==> src/rtl/swsmi_pkg.sv <==
// Package: shared register addresses, field positions and masks for the
// software SMI generator. Assumes a 3-bit register address space.
package swsmi_pkg;

    localparam int DATA_W    = 8;
    localparam int IRQ_LINES = 16;

    typedef enum logic [2:0] {
        RA_CFG    = 3'd0,
        RA_CPUSEL = 3'd1,
        RA_SELLO  = 3'd2,
        RA_SELHI  = 3'd3,
        RA_STS0   = 3'd4,
        RA_STS1   = 3'd5,
        RA_BCNT   = 3'd6,
        RA_TRIG   = 3'd7
    } reg_addr_e;

    localparam logic [DATA_W-1:0] CPUSEL_MASK = 8'h9F;
    localparam logic [DATA_W-1:0] SELHI_MASK  = 8'h7F;

    localparam int CFG_EN_BIT    = 7;
    localparam int CFG_ROUTE_BIT = 4;
    localparam int SEL_SOFT_BIT  = 4;
    localparam int STS_SOFT_BIT  = 4;
    localparam int TRIG_FIRE_BIT = 0;
    localparam int TRIG_RST_BIT  = 1;

    // Maps the 2-bit CPU-select field to a one-hot interrupt vector.
    function automatic logic [IRQ_LINES-1:0] irq_onehot(input logic [1:0] idx);
        logic [IRQ_LINES-1:0] v;
        v = '0;
        case (idx)
            2'd0:    v[10] = 1'b1;
            2'd1:    v[11] = 1'b1;
            2'd2:    v[12] = 1'b1;
            default: v[15] = 1'b1;
        endcase
        return v;
    endfunction

endpackage

==> src/rtl/swsmi_regs.sv <==
// Module: register file for the SMI generator. Holds the configuration,
// CPU-select, request-select and request-status registers and muxes the read
// data. Assumes one write port and combinational reads; the block counter
// value is supplied by the timer.
module swsmi_regs
    import swsmi_pkg::*;
(
    input  logic              clk,
    input  logic              rst_n,
    input  logic              wr_en,
    input  logic [2:0]        addr,
    input  logic [DATA_W-1:0] wdata,
    input  logic              set_soft_sts,
    input  logic [DATA_W-1:0] cnt_value,
    output logic [DATA_W-1:0] rdata,
    output logic              pm_enable,
    output logic              route_irq,
    output logic              soft_sel,
    output logic [1:0]        cpu_idx
);

    logic [DATA_W-1:0] cfg_q, cpusel_q, sello_q, selhi_q, sts0_q, sts1_q;

    // Configuration and selection registers with their write masks.
    always_ff @(posedge clk) begin
        if (!rst_n) begin
            cfg_q    <= '0;
            cpusel_q <= '0;
            sello_q  <= '0;
            selhi_q  <= '0;
        end else if (wr_en) begin
            case (addr)
                RA_CFG:    cfg_q    <= wdata;
                RA_CPUSEL: cpusel_q <= wdata & CPUSEL_MASK;
                RA_SELLO:  sello_q  <= wdata;
                RA_SELHI:  selhi_q  <= wdata & SELHI_MASK;
                default: ;
            endcase
        end
    end

    // Sticky status: hardware sets, writes of one clear.
    always_ff @(posedge clk) begin
        if (!rst_n) begin
            sts0_q <= '0;
            sts1_q <= '0;
        end else begin
            if (wr_en && addr == RA_STS0)
                sts0_q <= sts0_q & ~wdata;
            else if (set_soft_sts)
                sts0_q[STS_SOFT_BIT] <= 1'b1;
            if (wr_en && addr == RA_STS1)
                sts1_q <= sts1_q & ~wdata;
        end
    end

    // Read data multiplexer.
    always_comb begin
        case (addr)
            RA_CFG:    rdata = cfg_q;
            RA_CPUSEL: rdata = cpusel_q;
            RA_SELLO:  rdata = sello_q;
            RA_SELHI:  rdata = selhi_q;
            RA_STS0:   rdata = sts0_q;
            RA_STS1:   rdata = sts1_q;
            RA_BCNT:   rdata = cnt_value;
            default:   rdata = '0;
        endcase
    end

    assign pm_enable = cfg_q[CFG_EN_BIT];
    assign route_irq = cfg_q[CFG_ROUTE_BIT];
    assign soft_sel  = sello_q[SEL_SOFT_BIT];
    assign cpu_idx   = cpusel_q[1:0];

    AST_STS_SET: assert property (@(posedge clk) disable iff (!rst_n)
        set_soft_sts |=> sts0_q[STS_SOFT_BIT]);
    AST_SELHI_MASK: assert property (@(posedge clk) disable iff (!rst_n)
        (selhi_q & ~SELHI_MASK) == '0);

endmodule

==> src/rtl/swsmi_blk_timer.sv <==
// Module: lockout timer. A prescaler divides the tick input by
// TICKS_PER_PERIOD; each full period decrements the counter. Assumes tick is
// a single-cycle enable. Loads of 0 or 1 leave the counter stopped.
module swsmi_blk_timer #(
    parameter int TICKS_PER_PERIOD = 35,
    parameter int CNT_W            = 8
) (
    input  logic             clk,
    input  logic             rst_n,
    input  logic             tick,
    input  logic             load,
    input  logic [CNT_W-1:0] load_val,
    input  logic             restart,
    output logic [CNT_W-1:0] cnt,
    output logic             release_o
);

    localparam int PRE_W = (TICKS_PER_PERIOD > 1) ? $clog2(TICKS_PER_PERIOD) : 1;
    localparam logic [CNT_W-1:0] CNT_TWO = CNT_W'(2);

    logic running;
    logic period_done;
    logic restart_ok;

    assign restart_ok = restart && (cnt >= CNT_TWO);

    generate
        if (TICKS_PER_PERIOD == 1) begin : g_direct
            assign period_done = running && tick;
        end else begin : g_prescale
            localparam logic [PRE_W-1:0] PRE_LAST = PRE_W'(TICKS_PER_PERIOD - 1);
            logic [PRE_W-1:0] pre_q;
            // Prescaler: counts ticks within the current period.
            always_ff @(posedge clk) begin
                if (!rst_n)
                    pre_q <= '0;
                else if (load || restart_ok)
                    pre_q <= '0;
                else if (running && tick)
                    pre_q <= (pre_q == PRE_LAST) ? '0 : pre_q + 1'b1;
            end
            assign period_done = running && tick && (pre_q == PRE_LAST);
        end
    endgenerate

    // Counter and run flag: load, restart, then per-period decrement.
    always_ff @(posedge clk) begin
        if (!rst_n) begin
            cnt     <= '0;
            running <= 1'b0;
        end else if (load) begin
            cnt     <= load_val;
            running <= (load_val >= CNT_TWO);
        end else if (restart_ok) begin
            running <= 1'b1;
        end else if (period_done) begin
            if (cnt == CNT_TWO) begin
                cnt     <= '0;
                running <= 1'b0;
            end else begin
                cnt <= cnt - 1'b1;
            end
        end
    end

    assign release_o = period_done && (cnt == CNT_TWO) && !load && !restart_ok;

    AST_RUN_ABOVE_ONE: assert property (@(posedge clk) disable iff (!rst_n)
        running |-> (cnt >= CNT_TWO));
    AST_RELEASE_ZERO: assert property (@(posedge clk) disable iff (!rst_n)
        release_o |=> (cnt == '0));

endmodule

==> src/rtl/swsmi_gen.sv <==
// Module: top of the software SMI generator. Decodes trigger and count writes,
// qualifies a request, holds the lockout flag, and drives the SMI level or a
// one-cycle IRQ vector. Assumes synchronous active-low reset.
module swsmi_gen
    import swsmi_pkg::*;
#(
    parameter int TICKS_PER_PERIOD = 35
) (
    input  logic                 clk,
    input  logic                 rst_n,
    input  logic                 reg_wr,
    input  logic [2:0]           reg_addr,
    input  logic [7:0]           reg_wdata,
    output logic [7:0]           reg_rdata,
    input  logic                 tick,
    input  logic                 smi_ack,
    output logic                 smi_o,
    output logic [15:0]          irq_req
);

    logic pm_enable, route_irq, soft_sel;
    logic [1:0] cpu_idx;
    logic [DATA_W-1:0] cnt_value;
    logic trig_wr, fire, load, restart, release_w;
    logic blocked_q;

    assign trig_wr = reg_wr && (reg_addr == RA_TRIG);
    assign load    = reg_wr && (reg_addr == RA_BCNT);
    assign restart = trig_wr && reg_wdata[TRIG_RST_BIT];
    assign fire    = trig_wr && reg_wdata[TRIG_FIRE_BIT] && pm_enable
                     && soft_sel && !blocked_q;

    swsmi_regs u_regs (
        .clk          (clk),
        .rst_n        (rst_n),
        .wr_en        (reg_wr),
        .addr         (reg_addr),
        .wdata        (reg_wdata),
        .set_soft_sts (fire),
        .cnt_value    (cnt_value),
        .rdata        (reg_rdata),
        .pm_enable    (pm_enable),
        .route_irq    (route_irq),
        .soft_sel     (soft_sel),
        .cpu_idx      (cpu_idx)
    );

    swsmi_blk_timer #(
        .TICKS_PER_PERIOD (TICKS_PER_PERIOD),
        .CNT_W            (DATA_W)
    ) u_timer (
        .clk       (clk),
        .rst_n     (rst_n),
        .tick      (tick),
        .load      (load),
        .load_val  (reg_wdata),
        .restart   (restart),
        .cnt       (cnt_value),
        .release_o (release_w)
    );

    // Lockout flag: set by a request, cleared when the counter runs out.
    always_ff @(posedge clk) begin
        if (!rst_n)
            blocked_q <= 1'b0;
        else if (fire)
            blocked_q <= 1'b1;
        else if (release_w)
            blocked_q <= 1'b0;
    end

    // SMI level: set by a direct request, held until acknowledged.
    always_ff @(posedge clk) begin
        if (!rst_n)
            smi_o <= 1'b0;
        else if (fire && !route_irq)
            smi_o <= 1'b1;
        else if (smi_ack)
            smi_o <= 1'b0;
    end

    // IRQ vector: one-cycle one-hot pulse for a routed request.
    always_ff @(posedge clk) begin
        if (!rst_n)
            irq_req <= '0;
        else if (fire && route_irq)
            irq_req <= irq_onehot(cpu_idx);
        else
            irq_req <= '0;
    end

    AST_IRQ_ONEHOT: assert property (@(posedge clk) disable iff (!rst_n)
        $onehot0(irq_req));
    AST_IRQ_PULSE: assert property (@(posedge clk) disable iff (!rst_n)
        (irq_req != '0) |=> (irq_req == '0));
    AST_SMI_HOLD: assert property (@(posedge clk) disable iff (!rst_n)
        (smi_o && !smi_ack) |=> smi_o);
    AST_NO_REFIRE: assert property (@(posedge clk) disable iff (!rst_n)
        (blocked_q && !release_w) |=> ((irq_req == '0) && !$rose(smi_o)));

endmodule

==> config.mk <==
export PLATFORM = sky130hd
export DESIGN_NAME = swsmi_gen
export DESIGN_NICKNAME = d
export VERILOG_FILES = /design/src/rtl/swsmi_pkg.sv /design/src/rtl/swsmi_regs.sv /design/src/rtl/swsmi_blk_timer.sv /design/src/rtl/swsmi_gen.sv
export SDC_FILE = /design/constraint.sdc
export NUM_CORES = 1
export LEC_CHECK = 0
export ABC_AREA = 1
export BUFFER_PORTS_ARGS = -buffer_cell sky130_fd_sc_hd__buf_2
export CORE_ASPECT_RATIO = 0.5
export CORE_MARGIN = 5
export CORE_UTILIZATION = 35
export DETAILED_ROUTE_END_ITERATION = 6
export PLACE_DENSITY = 0.5
export SLEW_MARGIN = 0
export SYNTH_ARGS = -nofsm -noshare
export SYNTH_HDL_FRONTEND = slang
export SYNTH_SLANG_ARGS = --single-unit
==> constraint.sdc <==
create_clock -name clk -period 1.7 [get_ports clk]
set_input_delay 0.255 -clock clk [delete_from_list [all_inputs] [get_ports clk]]
set_output_delay 0.255 -clock clk [all_outputs]
set_load 0.01 [all_outputs]
==> flow_metrics.env <==
export IMPL_relSlewSlack_pct=61.1
export IMPL_wl_per_cell_um=15.1
export IMPL_grt_setup_unrepaired="yes"
export IMPL_fp_dieW_um=144
export IMPL_grt_usage_pct=17.6
export IMPL_grt_pass1_wl_mm=14.8
export IMPL_drc_errors=0
export IMPL_r2r_end="u_timer.cnt[1]$_SDFFE_PN0P_"
export IMPL_gp_congestion=0.880
export IMPL_grt_overflow=0
export IMPL_cp_required_ps=1440
export IMPL_worst_ir_drop_vdd_v=0.000475
export IMPL_regArea_um2=1320
export IMPL_crit_fanout=3
export IMPL_reg2reg_slack_ps=180
export IMPL_grt_max_degree=21
export IMPL_crit_reg2reg_launch="u_timer.cnt[0]$_SDFFE_PN0P_"
export IMPL_maxCapViolCount=0
export IMPL_insertion_delay_ps=330
export IMPL_ys_ff_latch=66
export IMPL_yosysSeqAreaShare_pct=41.9
export IMPL_ant_nets=0
export IMPL_die_area_um2=11100
export IMPL_cts_hold_buffers_added=0
export IMPL_r2r_cells=10
export IMPL_nets=519
export IMPL_finalHoldViolCount=0
export IMPL_cts_root_buf="clkbuf_16"
export IMPL_io_pins=41
export IMPL_cts_max_path_buffers=2
export IMPL_final_common_cell="nand2_1"
export IMPL_drv_slew=0
export IMPL_fmax_mhz=592
export IMPL_cts_htree_levels=3
export IMPL_postCtsSetupBuffers=0
export IMPL_crit_arrival_ps=1430
export IMPL_diodes=0
export IMPL_clock_sinks=66
export IMPL_core_um2=8740
export IMPL_drive_above_1_share_pct=15.5
export IMPL_grt_pass1_vias=2656
export IMPL_muxShareOfSynthArea_pct=0
export IMPL_synthTopCellsByArea="dfxtp_1 42%, nand2_1 11%, o21ai_0 8.2%"
export IMPL_synth_top_cell_by_area="dfxtp_1"
export IMPL_synth_top_cell_area_share_pct=41.9
export IMPL_synthAdderAreaFrac_pct=1.59
export IMPL_yosys_warnings=0
export IMPL_path_clk_slew_ps=60
export IMPL_synth_top_family_by_area="simple AND/OR/NAND/NOR gates"
export IMPL_fill_cells=946
export IMPL_synth_simple_gate_area_share_pct=24.4
export IMPL_powerDensity_nw_per_um2=1030
export IMPL_hold_class="input pin to flip-flop"
export IMPL_area_growth_pct=20.6
export IMPL_holdWs_ps=181
export IMPL_end_kind="output port"
export IMPL_dr_first_iter_drc_count=201
export IMPL_die_h_um=77.2
export IMPL_via_per_inst=4.91
export IMPL_hpwl_mm=6.89
export IMPL_tritoncts="yes"
export IMPL_criticalPathCategory="flip-flop to output port"
export IMPL_period_needed_ps=1690
export IMPL_synth_area_per_cell_um2=7.00
export IMPL_start_util_pct=36.1
export IMPL_antenna_found_initial=0
export IMPL_worst_pin_slew_ps=583
export IMPL_synth_area_um2=3160
export IMPL_status="complete, no violations"
export IMPL_synth_xor_area_share_pct=1.66
export IMPL_drt_pass1_iterations=5
export IMPL_ys_types=29
export IMPL_skew_ps=5.83
export IMPL_num_vias=3048
export IMPL_endpoint="reg_rdata[7]"
export IMPL_worstSetupStartpoint="u_timer.cnt[7]$_SDFFE_PN0P_"
export IMPL_post_route_util_pct=43.6
export IMPL_wl_mm=9.40
export IMPL_rows=24
export IMPL_power_leakage_nw=1.70
export IMPL_synth_compound_area_share_pct=18.5
export IMPL_multi_input_area_um2=1500
export IMPL_final_cell_mix="89 x nand2_1, 65 x dfxtp_1, 52 x inv_1, 52 x nor2_1, 50 x o21ai_0"
export IMPL_setup_violations_final=0
export IMPL_cts_buffers=9
export IMPL_postSynthCellCount=451
export IMPL_portBuffers=28
export IMPL_fin_crit_sh_pct=99.3
export IMPL_setup_tns_ps=0
export IMPL_start_kind="flip-flop"
## where the power goes
group	leakage, nW	internal, mW	switching [mW]
clock network	0.147	1.29	0.690
logic	1.02	0.105	0.231
registers	0.535	1.58	0.0184
## worst min path at each step
stage	from	end	slack, ps	cells past startpoint
after CTS	smi_ack	smi_o$_SDFFE_PN0P_	180	4
after floorplan	smi_ack	smi_o$_SDFFE_PN0P_	420	3
after detailed placement	u_regs.sts1_q[7]$_SDFFE_PN0P_	u_regs.sts1_q[7]$_SDFFE_PN0P_	440	2
final	smi_ack	smi_o$_SDFFE_PN0P_	180	4
after global placement	u_regs.sts1_q[7]$_SDFFE_PN0P_	u_regs.sts1_q[7]$_SDFFE_PN0P_	440	2
after global routing	smi_ack	smi_o$_SDFFE_PN0P_	190	4
## logic make-up (layout without fill, tap and decap cells)
family                   Yosys count  count (layout)
AND/OR/NAND/NOR                  182             182
AO/OA/AOI/OAI                    110             110
buffers and inverters             82             124
flip-flops                        66              66
XOR/XNOR                           6               6
adder cells (fa/ha/maj)            4               4
other                              1              12
## layer usage
layer | GRT usage (%) | vias to the layer above | wire length, µm
li1 | - | 1546 | -
met1 | 26.8 | 1404 | 4730
met2 | 23.8 | 92 | 3910
met3 | 5.10 | 6 | 681
met4 | 4.47 | 0 | 81
met5 | 0 | - | 0
## synth_stat cells
library cell  count
nand2_1          89
dfxtp_1          66
inv_1            53
nor2_1           52
o21ai_0          52
a21oi_1          43
nand3_1          22
buf_4            14
nand4_1           9
o211ai_1          8
inv_2             5
buf_2             4
clkbuf_1          4
ha_1              4
xor2_1            4
nand2_2           3
o22ai_1           3
a22oi_1           2
nor2_2            2
nor3_1            2
xnor2_1           2
buf_6             1
clkinv_1          1
conb_1            1
nand2_4           1
nand3_2           1
nor4_2            1
o221ai_1          1
o31ai_1           1
## what timing repair did
action | CTS | global route
hold endpoints to repair | 0 | 0
setup endpoints to repair | 0 | 7
gates resized for setup | 0 | 5
## flip-flops by register name, indices dropped and copies added (netlist names), 4 cells and up
name / flops
u_regs.sello_q: 8
u_regs.sts0_q: 8
u_regs.cpusel_q: 6
u_regs.sts1_q: 8
u_timer.g_prescale.pre_q: 6
u_regs.cfg_q: 8
u_timer.cnt: 8
u_regs.selhi_q: 7
irq_req: 4
## stage by stage
step	total power [mW]	cells	cell area (µm²)	setup WS [ps]
after global placement	1.96	605	3490	48.4
final	3.91	621	3810	11.9
after global routing	4.09	621	3810	-30.0
after detailed placement	1.96	605	3490	57.5
after CTS	3.94	621	3800	6.76
after floorplan	1.85	462	3200	301
## cell type report
| class | instances | area share, % |
|---|---|---|
| Clock buffer | 12 | 6.21 |
| Clock inverter | 4 | 2.00 |
| Inverter | 59 | 5.91 |
| Multi-Input combinational cell | 314 | 39.5 |
| Sequential cell | 66 | 34.7 |
| Tap cell | 117 | 3.84 |
| Timing Repair Buffer | 49 | 7.82 |
## critical path, cell delays in order (launching register included)
cell     delay [ps]
dfxtp_1         350
inv_1            60
buf_4           160
o21ai_0         250
a21oi_1          70
nand4_1          80
buf_2           140
Power figures use the tool's default switching activity.
